--- config.mk ---
export PLATFORM = sky130hd
export DESIGN_NAME = irqc_top
export DESIGN_NICKNAME = d
export VERILOG_FILES = /design/src/rtl/irqc_pkg.sv /design/src/rtl/irqc_prio_pick.sv /design/src/rtl/irqc_status_reg.sv /design/src/rtl/irqc_vec_gen.sv /design/src/rtl/irqc_top.sv
export SDC_FILE = /design/constraint.sdc
export NUM_CORES = 1
export LEC_CHECK = 0
export BUFFER_PORTS_ARGS = -buffer_cell sky130_fd_sc_hd__buf_2
export CORE_AREA = 3 3 66 68
export DETAILED_ROUTE_END_ITERATION = 8
export DIE_AREA = 0 0 69 71
export PLACE_DENSITY = 0.73
export SLEW_MARGIN = 15
export SYNTH_ARGS = -nofsm -noshare
export SYNTH_HDL_FRONTEND = slang
export SYNTH_SLANG_ARGS = --single-unit
--- constraint.sdc ---
create_clock -name clk_i -period 2.3 [get_ports clk_i]
set_input_delay 0.115 -clock clk_i [delete_from_list [all_inputs] [get_ports clk_i]]
set_output_delay 0.115 -clock clk_i [all_outputs]
set_load 0.02 [all_outputs]
--- src/rtl/irqc_pkg.sv ---
package irqc_pkg;
   // Decision for the global enable bit in the next cycle
   typedef enum logic [1:0] {
      GIE_HOLD = 2'd0,
      GIE_CLR  = 2'd1,
      GIE_SET  = 2'd2,
      GIE_SW   = 2'd3
   } gie_op_e;

   localparam int unsigned IRQC_SR_W_DEF = 8;
   localparam int unsigned IRQC_GIE_BIT_DEF = 7;
endpackage

--- src/rtl/irqc_prio_pick.sv ---
module irqc_prio_pick #(
   parameter  int unsigned N  = 20,
   localparam int unsigned IW = (N > 1) ? $clog2(N) : 1
) (
   input  logic [N-1:0]  mask_i,
   output logic          valid_o,
   output logic [N-1:0]  grant_o,
   output logic [IW-1:0] idx_o
);
   // seen[k] is set when any source below k is live
   logic [N:0] seen;
   assign seen[0] = 1'b0;

   for (genvar gi = 0; gi < N; gi++) begin : g_chain
      assign grant_o[gi]  = mask_i[gi] & ~seen[gi];
      assign seen[gi + 1] = seen[gi] | mask_i[gi];
   end

   assign valid_o = seen[N];

   always_comb begin
      idx_o = '0;
      for (int i = 0; i < N; i++) begin
         if (grant_o[i]) idx_o = idx_o | IW'(i);
      end
   end
endmodule

--- src/rtl/irqc_status_reg.sv ---
module irqc_status_reg
   import irqc_pkg::*;
#(
   parameter int unsigned SR_W    = IRQC_SR_W_DEF,
   parameter int unsigned GIE_BIT = IRQC_GIE_BIT_DEF
) (
   input  logic            clk_i,
   input  logic            rst_ni,
   input  logic            take_i,
   input  logic            reti_i,
   input  logic            wr_i,
   input  logic [SR_W-1:0] wdata_i,
   output logic [SR_W-1:0] sr_o,
   output logic            gie_o
);
   if (GIE_BIT >= SR_W) begin : g_bad_bit
      $fatal(1, "GIE_BIT must lie inside the status register");
   end

   logic [SR_W-1:0] sr_q, sr_d;
   gie_op_e         op;

   // acceptance beats return, return beats software write
   always_comb begin
      if (take_i)      op = GIE_CLR;
      else if (reti_i) op = GIE_SET;
      else if (wr_i)   op = GIE_SW;
      else             op = GIE_HOLD;
   end

   always_comb begin
      sr_d = wr_i ? wdata_i : sr_q;
      unique case (op)
         GIE_CLR:  sr_d[GIE_BIT] = 1'b0;
         GIE_SET:  sr_d[GIE_BIT] = 1'b1;
         GIE_SW:   sr_d[GIE_BIT] = wdata_i[GIE_BIT];
         default:  sr_d[GIE_BIT] = sr_q[GIE_BIT];
      endcase
   end

   always_ff @(posedge clk_i) begin
      if (!rst_ni) sr_q <= '0;
      else         sr_q <= sr_d;
   end

   assign sr_o  = sr_q;
   assign gie_o = sr_q[GIE_BIT];


   take_clr_chk: assert property (@(posedge clk_i) disable iff (!rst_ni)
      take_i |=> !gie_o);

   reti_set_chk: assert property (@(posedge clk_i) disable iff (!rst_ni)
      (reti_i && !take_i) |=> gie_o);
endmodule

--- src/rtl/irqc_vec_gen.sv ---
module irqc_vec_gen #(
   parameter int unsigned IW          = 5,
   parameter int unsigned ADDR_W      = 8,
   parameter int unsigned STRIDE      = 2,
   parameter int unsigned RESET_SLOTS = 1
) (
   input  logic [IW-1:0]     idx_i,
   output logic [ADDR_W-1:0] addr_o
);
   if (STRIDE == 0) begin : g_bad_stride
      $fatal(1, "STRIDE must be nonzero");
   end

   if ((STRIDE & (STRIDE - 1)) == 0) begin : g_shift
      localparam int unsigned SH = $clog2(STRIDE);
      assign addr_o = ADDR_W'((32'(idx_i) + RESET_SLOTS) << SH);
   end else begin : g_mult
      assign addr_o = ADDR_W'((32'(idx_i) + RESET_SLOTS) * STRIDE);
   end
endmodule

--- src/rtl/irqc_top.sv ---
module irqc_top
   import irqc_pkg::*;
#(
   parameter  int unsigned NUM_SRC     = 20,
   parameter  int unsigned SR_W        = IRQC_SR_W_DEF,
   parameter  int unsigned GIE_BIT     = IRQC_GIE_BIT_DEF,
   parameter  int unsigned ADDR_W      = 8,
   parameter  int unsigned STRIDE      = 2,
   parameter  int unsigned RESET_SLOTS = 1,
   localparam int unsigned IW          = (NUM_SRC > 1) ? $clog2(NUM_SRC) : 1
) (
   input  logic               clk_i,
   input  logic               rst_ni,
   input  logic [NUM_SRC-1:0] req_i,
   input  logic [NUM_SRC-1:0] en_i,
   input  logic               sr_wr_i,
   input  logic [SR_W-1:0]    sr_wdata_i,
   input  logic               reti_i,
   output logic               take_o,
   output logic [IW-1:0]      vec_idx_o,
   output logic [ADDR_W-1:0]  vec_addr_o,
   output logic [NUM_SRC-1:0] ack_o,
   output logic [SR_W-1:0]    sr_o,
   output logic               gie_o
);
   localparam int unsigned TOP_ADDR = (NUM_SRC + RESET_SLOTS) * STRIDE;

   if (NUM_SRC < 1) begin : g_bad_n
      $fatal(1, "NUM_SRC must be at least 1");
   end
   if (TOP_ADDR > (1 << ADDR_W)) begin : g_bad_aw
      $fatal(1, "ADDR_W too narrow for the vector table");
   end
   if (RESET_SLOTS < 1) begin : g_bad_rs
      $fatal(1, "at least one slot must stay reserved for reset");
   end

   logic [NUM_SRC-1:0] live_w, grant_w;
   logic [IW-1:0]      idx_w;
   logic [ADDR_W-1:0]  addr_w;
   logic               any_w, accept_w;

   logic               take_q;
   logic [IW-1:0]      idx_q;
   logic [ADDR_W-1:0]  addr_q;
   logic [NUM_SRC-1:0] ack_q;

   assign live_w = req_i & en_i;

   irqc_prio_pick #(.N(NUM_SRC)) pick_i (
      .mask_i  (live_w),
      .valid_o (any_w),
      .grant_o (grant_w),
      .idx_o   (idx_w)
   );

   irqc_vec_gen #(
      .IW          (IW),
      .ADDR_W      (ADDR_W),
      .STRIDE      (STRIDE),
      .RESET_SLOTS (RESET_SLOTS)
   ) vgen_i (
      .idx_i  (idx_w),
      .addr_o (addr_w)
   );

   // no acceptance in the cycle that follows one
   assign accept_w = gie_o & ~take_q & any_w;

   irqc_status_reg #(.SR_W(SR_W), .GIE_BIT(GIE_BIT)) sreg_i (
      .clk_i   (clk_i),
      .rst_ni  (rst_ni),
      .take_i  (accept_w),
      .reti_i  (reti_i),
      .wr_i    (sr_wr_i),
      .wdata_i (sr_wdata_i),
      .sr_o    (sr_o),
      .gie_o   (gie_o)
   );

   always_ff @(posedge clk_i) begin
      if (!rst_ni) begin
         take_q <= 1'b0;
         idx_q  <= '0;
         addr_q <= '0;
         ack_q  <= '0;
      end else begin
         take_q <= accept_w;
         ack_q  <= accept_w ? grant_w : '0;
         if (accept_w) begin
            idx_q  <= idx_w;
            addr_q <= addr_w;
         end
      end
   end

   assign take_o     = take_q;
   assign vec_idx_o  = idx_q;
   assign vec_addr_o = addr_q;
   assign ack_o      = ack_q;


   ack_onehot_chk: assert property (@(posedge clk_i) disable iff (!rst_ni)
      take_o |-> ($countones(ack_o) == 1));

   ack_idle_chk: assert property (@(posedge clk_i) disable iff (!rst_ni)
      !take_o |-> (ack_o == '0));

   ack_match_chk: assert property (@(posedge clk_i) disable iff (!rst_ni)
      take_o |-> ack_o[vec_idx_o]);

   take_pulse_chk: assert property (@(posedge clk_i) disable iff (!rst_ni)
      take_o |=> !take_o);

   gie_clear_chk: assert property (@(posedge clk_i) disable iff (!rst_ni)
      take_o |-> !gie_o);

   grant_legal_chk: assert property (@(posedge clk_i) disable iff (!rst_ni)
      take_o |-> ($past(gie_o) && ((($past(live_w) >> vec_idx_o) & NUM_SRC'(1)) != '0)));

   lowest_wins_chk: assert property (@(posedge clk_i) disable iff (!rst_ni)
      take_o |-> (($past(live_w) & ((NUM_SRC'(1) << vec_idx_o) - NUM_SRC'(1))) == '0));

   addr_nonzero_chk: assert property (@(posedge clk_i) disable iff (!rst_ni)
      take_o |-> (vec_addr_o != '0));
endmodule

==> results of run 1 <==
[worst max-delay path by stage]
stage | endpoint | slack, ns
after floorplan | vec_addr_o[5] | 0.27
after global placement | vec_addr_o[5] | 0.19
after detailed placement | vec_addr_o[5] | 0.07
after CTS | vec_addr_o[5] | 0.35
after global routing | vec_addr_o[5] | 0.08
final | vec_addr_o[5] | 0.31
[registers in the layout (all words and copies together), names as in the netlist]
register     flops
vec_addr_o       6
take_o           1
vec_idx_o        5
sreg_i.sr_o      8
ack_o           20
[routing by layer]
metal	share of wire	GRT usage	vias to the layer above
met5	0	0	-
met4	0.019	0.0716	0
met3	0.090	0.0653	9
met2	0.46	0.275	69
met1	0.43	0.227	740
li1	-	-	859
[logic make-up (layout without fill, tap and decap cells)]
logic type	count (synthesis)	in the layout	synth area share
compound gates	29	29	0.129
fa+ha+maj	1	1	0.00759
buf+inv	11	111	0.0410
simple gates	90	90	0.256
xor+xnor	1	1	0.00531
other cells	1	2	0.00227
mux	12	12	0.0728
flops	40	40	0.486
[critical path, delay by kind of cell]
kind / cells / cell delay [ns]
and+or+nand+nor: 3 / 0.85
buffers and inverters: 1 / 0.10
adders and majority gates: 1 / 0.19
AOI/OAI and AO/OA: 4 / 0.94
[through the flow]
step,setup slack (ns),util
floorplan,0.268,-
global placement,0.190,0.556
detailed placement,0.0679,0.556
CTS,0.350,0.587
global route,0.0803,0.587
finish,0.309,0.587
[synth_stat cells, types with 3 or more instances]
library cell	n
a211oi_1	3
a21oi_1	5
a22oi_1	5
a31oi_1	3
and3_1	5
buf_4	3
dfxtp_1	40
inv_1	3
mux2i_1	12
nand2_1	23
nand3_1	13
nand4_1	5
nor2_1	24
nor3_1	8
nor3b_1	3
[power groups by stage]
stage	logic [mW]	registers [mW]	clock network [mW]
after floorplan	0.133	0.771	0
after global placement	0.267	0.742	0
after detailed placement	0.269	0.743	0
after CTS	0.270	0.726	0.614
after global routing	0.298	0.729	0.640
final	0.270	0.726	0.598
[area by class of cell]
type / count / area (sq um) / share of cell area
Sequential cell: 40 / 801 / 0.349
Multi-Input combinational cell: 135 / 785 / 0.342
Timing Repair Buffer: 99 / 513 / 0.223
Clock buffer: 6 / 82.6 / 0.0359
Tap cell: 50 / 62.6 / 0.0272
Clock inverter: 2 / 38.8 / 0.0169
Inverter: 4 / 15.0 / 0.00654
==> metrics.yaml, run 1 <==
crit_fanout: 5
area_growth_pct: 39.3
intPower_mw: 1.18
ios: 95
comb_power_share: 0.169
min_period_ns: 1.99
num-nets-final: 338
ys_types: 38
cts_made_buffers: 5
async_flop_share: 0
drive_above_1_share: 0.385
startpoint: "req_i[1]"
wl_per_cell_microns: 12.8
power.leakage_nw: 1.18
hold_ws_ns: 0.0535
finalHoldViolCount: 0
dp.cells: 328
cts_max_level: 2
start_util: 0.421
swShare: 0.258
seq_area_frac_synth: 0.486
cpMaxStageDelayCell: "a222oi_1"
cp_data_required_time_ns: 2.50
dr.pass1.iters: 4
r2r_cells: 5
finClkSkew_ns: 0.00472
num_antenna_cells: 0
gr-total-overflow: 0
rsz0062_at_grt: "false"
cts-root-buf: "clkbuf_8"
crit_path_end_kind: "flop"
cts_resized: 0
dp_hpwl_microns: 3480
cts_sinks: 40
final_area_sq_um: 2300
yosysTopAreaCell: "dfxtp_1"
critical_path_arrival_ns: 2.19
ant_nets: 0
drc_errors: 0
clk_pin_slew_ns: 0.07
critPathKind: "in2reg"
grt_usage: 0.179
die_h_microns: 71
hold_path_class: "in2reg"
fin_cells: 336
nFillCells: 387
antenna_found_initial: 0
cts.path.max_buffers: 2
tns_ns: 0
layout_common_cells: "92 x buf_2, 40 x dfxtp_1, 24 x nor2_1, 23 x nand2_1, 13 x nand3_1"
cap_viol_max_count: 0
synth_flop_cell: "dfxtp_1"
synth_area_sq_um: 1650
syn_avg_cell_area_sq_um: 8.91
max_stage_delay_ns: 0.44
drv_slew: 0
post-cts-setup-buffer-count: 0
final_common_cell: "buf_2"
crit_path_cell_trace: "buf_2 > a222oi_1 > nand4_1 > nor4_1 > a311o_1 > ha_1 > and3_1 > a31oi_1 > a211oi_1"
grt_max_degree: 18
rows: 23
io_buffers: 92
coreArea_sq_um: 3910
r2r_end: "ack_o[15]"
vias_per_cell: 4.99
switchingPower_mw: 0.411
start_kind: "primary input"
p_per_area_nw_per_um2: 694
synth.ff_latch_count: 40
drt_iter0_markers: 63
hold_path_end: "ack_o[16]"
rr_startpoint: "sreg_i.sr_o[7]"
seqPwrFrac: 0.456
synth_top_area_frac: 0.486
dpl-instance-area_sq_um: 2180
reg2reg_slack_ns: 0.84
setup_viol: 0
ir_drop_mv: 0.433
clock_power_share: 0.375
synth-edff-count: 0
design_power_total_mw: 1.59
dr_total_vias: 1677
hold_depth: 3
grt_first_pass_wirelength_microns: 7060
synth_area_leaders: "dfxtp_1 49%, mux2i_1 7.3%, nor2_1 5.5%"
fmaxAchievable_ghz: 0.502
status: "complete, no violations"
ctsHoldBuffers: 0
fin_crit_sh: 0.865
die_area_sq_um: 4900
clk_latency_ns: 0.29
gp_congestion: 0.852
netlist_instances: 185
die_width_microns: 69
first_global_vias: 1588
ys_warn_count: 0
routed_wl_microns: 4310
min_from: "en_i[16]"
cts_tree: "built"
(Power assumes the default switching activity.)
==> run 2: changes to the inputs <==
==> constraint.sdc (replaced) <==
create_clock -name clk_i -period 1.9 [get_ports clk_i]
set_input_delay 0.095 -clock clk_i [delete_from_list [all_inputs] [get_ports clk_i]]
set_output_delay 0.095 -clock clk_i [all_outputs]
set_load 0.05 [all_outputs]
==> metrics.yaml, run 2 (synthesis gave the netlist of run 1 again) <==
post-route-util: 0.623  # +0.0361
critical_path_arrival_ns: 1.93  # -0.26 ns
crit_fanout: 5  # unchanged
drt_iter0_markers: 42  # -33%
dpl-instance-area_sq_um: 2310  # +6.4%
critPathKind: "in2reg"
cts.path.max_buffers: 2  # unchanged
start_kind: "primary input"
largest_reg_flops: 20  # unchanged
wl_per_cell_microns: 12.7  # -0.59%
area_growth_pct: 47.9
cts_sinks: 40  # unchanged
reg2reg_slack_ns: 0.52  # -0.32 ns
num_antenna_cells: 0  # unchanged
ir_drop_mv: 0.433  # about the same
grt_usage: 0.190  # +0.0111
final_common_cell: "buf_2"
num-nets-final: 357  # +5.6%
r2r_end: "ack_o[15]"
coreArea_sq_um: 3910  # unchanged
die_h_microns: 71  # unchanged
register_area_sq_um: 801  # unchanged
finalHoldViolCount: 0  # unchanged
multiInputGateArea_sq_um: 807  # +2.9%
hold_depth: 3  # unchanged
first_global_vias: 1786  # +12%
ios: 95  # unchanged
cts_max_level: 2  # unchanged
cts-root-buf: "clkbuf_8"
r2r_cells: 5  # unchanged
clk_pin_slew_ns: 0.08  # about the same
status: "complete, no violations"
vias_per_cell: 5.08  # +1.9%
hold_path_end: "ack_o[12]"
gr-total-overflow: 0  # unchanged
final_area_sq_um: 2440  # +6.2%
drc_errors: 0  # unchanged
gp_congestion: 0.882  # +3.5%
grt_first_pass_wirelength_microns: 7600  # +7.6%
dp_hpwl_microns: 3630  # +4.2%
setup_viol: 0  # unchanged
p_per_area_nw_per_um2: 782  # +13%
cts_tree: "built"
clk_latency_ns: 0.29  # about the same
pre_cts_ws_ns: -0.218  # -0.286 ns
fin_crit_sh: 0.910
min_from: "en_i[12]"
power.leakage_nw: 1.25  # +6.2%
routed_wl_microns: 4530  # +5.0%
dr.pass1.iters: 5  # +1
antenna_found_initial: 0  # unchanged
finClkSkew_ns: 0.00838  # +0.00366 ns
dr_total_vias: 1805  # +7.6%
rr_startpoint: "sreg_i.sr_o[7]"
die_area_sq_um: 4900  # unchanged
cts_made_buffers: 5  # unchanged
layout_common_cells: "92 x buf_2, 40 x dfxtp_1, 25 x buf_4, 23 x nand2_1, 23 x nor2_1"
fmaxAchievable_ghz: 0.578
nFillCells: 371  # -4.1%
rows: 23  # unchanged
min_period_ns: 1.73
start_util: 0.421  # unchanged
design_power_total_mw: 1.91  # +20%
cp_data_required_time_ns: 2.10  # -0.40 ns
drv_slew: 0  # unchanged
hold_ws_ns: 0.0334  # -0.0201 ns
cap_viol_max_count: 0  # unchanged
ant_nets: 0  # unchanged
crit_path_end_kind: "flop"
grt_max_degree: 18  # unchanged
drive_above_1_share: 0.433  # +0.0482
die_width_microns: 69  # unchanged
hold_path_class: "in2reg"
finalWorstSetupSlack_ns: 0.171  # -0.139 ns
io_buffers: 92  # unchanged
==> run 2: routing by layer <==
layer / track usage / share of wire
met4: 0.0738 / 0.014
met5: 0 / 0
met2: 0.332 / 0.49
met3: 0.0682 / 0.084
met1: 0.211 / 0.41
==> run 2: worst max-delay path, cell delays in order <==
cell      delay [ns]
buf_2           0.10
a222oi_1        0.44
nand4_1         0.18
buf_6           0.17
a21oi_4         0.15
a311o_1         0.22
ha_2            0.18
and3_1          0.14
a31oi_1         0.08
a211oi_1        0.18
==> run 2: report_power, final <==
| part | internal (mW) | leakage, nW | switching (mW) |
|---|---|---|---|
| Combinational | 0.171 | 0.880 | 0.274 |
| Clock | 0.295 | 0.0445 | 0.287 |
| Sequential | 0.866 | 0.325 | 0.0136 |
| Total | 1.33 | 1.25 | 0.575 |
==> run 2: through the flow <==
step                TNS, ns  cells
floorplan           -0.0905    186
global placement     -0.722    346
detailed placement    -1.42    346
CTS                       0    354
global route        -0.0441    355
finish                    0    355
==> run 2: layout make-up <==
class                   count  share of cell area
clock inverters             1             0.00308
multi-input cells         135               0.331
well taps                  50              0.0257
clock buffers               7              0.0354
inverters                   4             0.00616
flip-flops and latches     40               0.328
repair buffers            118               0.270
==> run 2: what timing repair did <==
| item | 4_1_cts | 5_1_grt |
|---|---|---|
| gates resized for setup | 0 | 6 |
| setup buffers | 0 | 1 |
| endpoints found under the setup margin | 0 | 2 |
| hold buffers | 0 | 0 |
==> run 2: worst max path at each step <==
stage,end,depth (start not counted),start
floorplan,vec_addr_o[5],8,req_i[1]
global placement,vec_addr_o[5],10,req_i[1]
detailed placement,vec_addr_o[5],10,req_i[1]
CTS,vec_addr_o[5],10,req_i[1]
global route,vec_addr_o[5],10,en_i[1]
finish,vec_addr_o[5],10,en_i[1]
==> run 3: changes to the inputs <==
- CORE_AREA: 3 3 66 68 -> 3 3 92 50
- DIE_AREA: 0 0 69 71 -> 0 0 95 53
==> metrics.yaml, run 3 (synthesis gave the netlist of run 1 again) <==
status: "complete, no violations"
setup_viol: 0  # unchanged
cp_data_required_time_ns: 2.11  # about the same
drive_above_1_share: 0.451  # +0.0182
ir_drop_mv: 0.531  # +23%
p_per_area_nw_per_um2: 806  # +3.1%
dr.pass1.iters: 4  # -1
cts_made_buffers: 5  # unchanged
crit_path_end_kind: "flop"
die_width_microns: 95  # +38%
power.leakage_nw: 1.27  # +1.9%
multiInputGateArea_sq_um: 846  # +4.8%
ctsHoldBuffers: 0  # unchanged
dp_hpwl_microns: 3900  # +7.4%
gp_congestion: 0.907  # +2.9%
drv_slew: 0  # unchanged
cts_tree: "built"
routed_wl_microns: 4950  # +9.5%
coreArea_sq_um: 3860  # -1.3%
start_util: 0.427  # +0.00546
fin_cells: 360  # +1.4%
cts_sinks: 40  # unchanged
critPathKind: "in2reg"
io_buffers: 92  # unchanged
grt_first_pass_wirelength_microns: 7510  # -1.2%
ant_nets: 0  # unchanged
finClkSkew_ns: 0.00569  # -0.00269 ns
dp.cells: 348  # +0.58%
register_area_sq_um: 801  # unchanged
area_growth_pct: 52.4
largest_reg_flops: 20  # unchanged
num-nets-final: 358  # +0.28%
dr_total_vias: 1817  # +0.66%
cts_max_level: 2  # unchanged
rsz0062_at_grt: "true"
first_global_vias: 1692  # -5.3%
fmaxAchievable_ghz: 0.541  # -6.5%
nFillCells: 328  # -12%
cts-root-buf: "clkbuf_8"
die_h_microns: 53  # -25%
die_area_sq_um: 5040  # +2.8%
critical_path_arrival_ns: 2.06  # +0.13 ns
final_common_cell: "buf_2"
grt_usage: 0.199  # +0.00900
reg2reg_slack_ns: 0.48  # -0.04 ns
ios: 95  # unchanged
vias_per_cell: 5.05  # -0.73%
crit_fanout: 4  # -1
clk_pin_slew_ns: 0.08  # about the same
cts.path.max_buffers: 2  # unchanged
gr-total-overflow: 0  # unchanged
post-route-util: 0.651  # +0.0275
layout_common_cells: "91 x buf_2, 40 x dfxtp_1, 26 x buf_4, 23 x nand2_1, 23 x nor2_1"
min_period_ns: 1.85  # +0.120 ns
clk_latency_ns: 0.29  # about the same
start_kind: "primary input"
num_antenna_cells: 0  # unchanged
grt_max_degree: 18  # unchanged
finalHoldViolCount: 0  # unchanged
hold_path_class: "in2reg"
rows: 16  # -30%
fin_crit_sh: 0.973  # +0.0630
drt_iter0_markers: 90  # +110%
antenna_found_initial: 0  # unchanged
cap_viol_max_count: 0  # unchanged
wl_per_cell_microns: 13.8  # +7.9%
design_power_total_mw: 2.03  # +6.3%
drc_errors: 0  # unchanged
## run 3: layer usage
layer / part of all wire / routed length [microns] / GRT usage / up-vias
li1: - / - / - / 906
met1: 0.44 / 2200 / 0.248 / 819
met2: 0.46 / 2290 / 0.316 / 82
met3: 0.074 / 365 / 0.0526 / 10
met4: 0.021 / 102 / 0.105 / 0
met5: 0 / 0 / 0 / -
## run 3: final cells by class
cell class / instances / share of cell area
Sequential cell: 40 / 0.319
Inverter: 4 / 0.00597
Clock inverter: 3 / 0.0169
Clock buffer: 5 / 0.0274
Tap cell: 54 / 0.0269
Timing Repair Buffer: 119 / 0.268
Multi-Input combinational cell: 135 / 0.336
## run 3: path summary, 6_finish.rpt
path                            depth (start not counted)      startpoint             end
worst min register to register                          1   vec_addr_o[6]   vec_addr_o[6]
worst max-delay path                                   11        req_i[1]   vec_addr_o[5]
worst min-delay path                                    3   sr_wdata_i[4]  sreg_i.sr_o[4]
worst max register to register                          5  sreg_i.sr_o[7]   vec_addr_o[4]
## run 3: worst max-delay path: stages
cell and delay [ns]:
buf_6 0.09, a222oi_1 0.32, buf_4 0.18, nand4_1 0.17
buf_6 0.20, a21oi_4 0.13, a311o_1 0.22, ha_2 0.20
and3_4 0.19, a31oi_4 0.08, a211oi_2 0.18
## run 3: timing repair
| item | in CTS | in global routing |
|---|---|---|
| resized for setup | 0 | 13 |
| setup endpoints to repair | 1 | 1 |
| buffers inserted | 1 | 3 |
| cloned | 0 | 0 |
| endpoints found under the hold margin | 0 | 0 |
| pin swaps | 1 | 7 |
## run 3: per-stage QoR
stage	instance area (sq um)	setup WS [ns]	hold WS [ns]	TNS (ns)
5_1_grt	2510	-0.0603	0.0370	-0.0810
3_5_place_dp	2300	-0.335	0.347	-3.93
2_1_floorplan	1660	-0.0905	0.221	-0.0905
4_1_cts	2420	0.0782	0.0284	0
6_report	2510	0.0511	0.0407	0
3_3_place_gp	2300	-0.128	0.327	-1.13
## run 3: where the power goes
part | internal [mW] | total [mW] | switching [mW]
clock network | 0.388 | 0.681 | 0.292
logic | 0.178 | 0.464 | 0.286
registers | 0.866 | 0.881 | 0.0149
total | 1.43 | 2.03 | 0.593
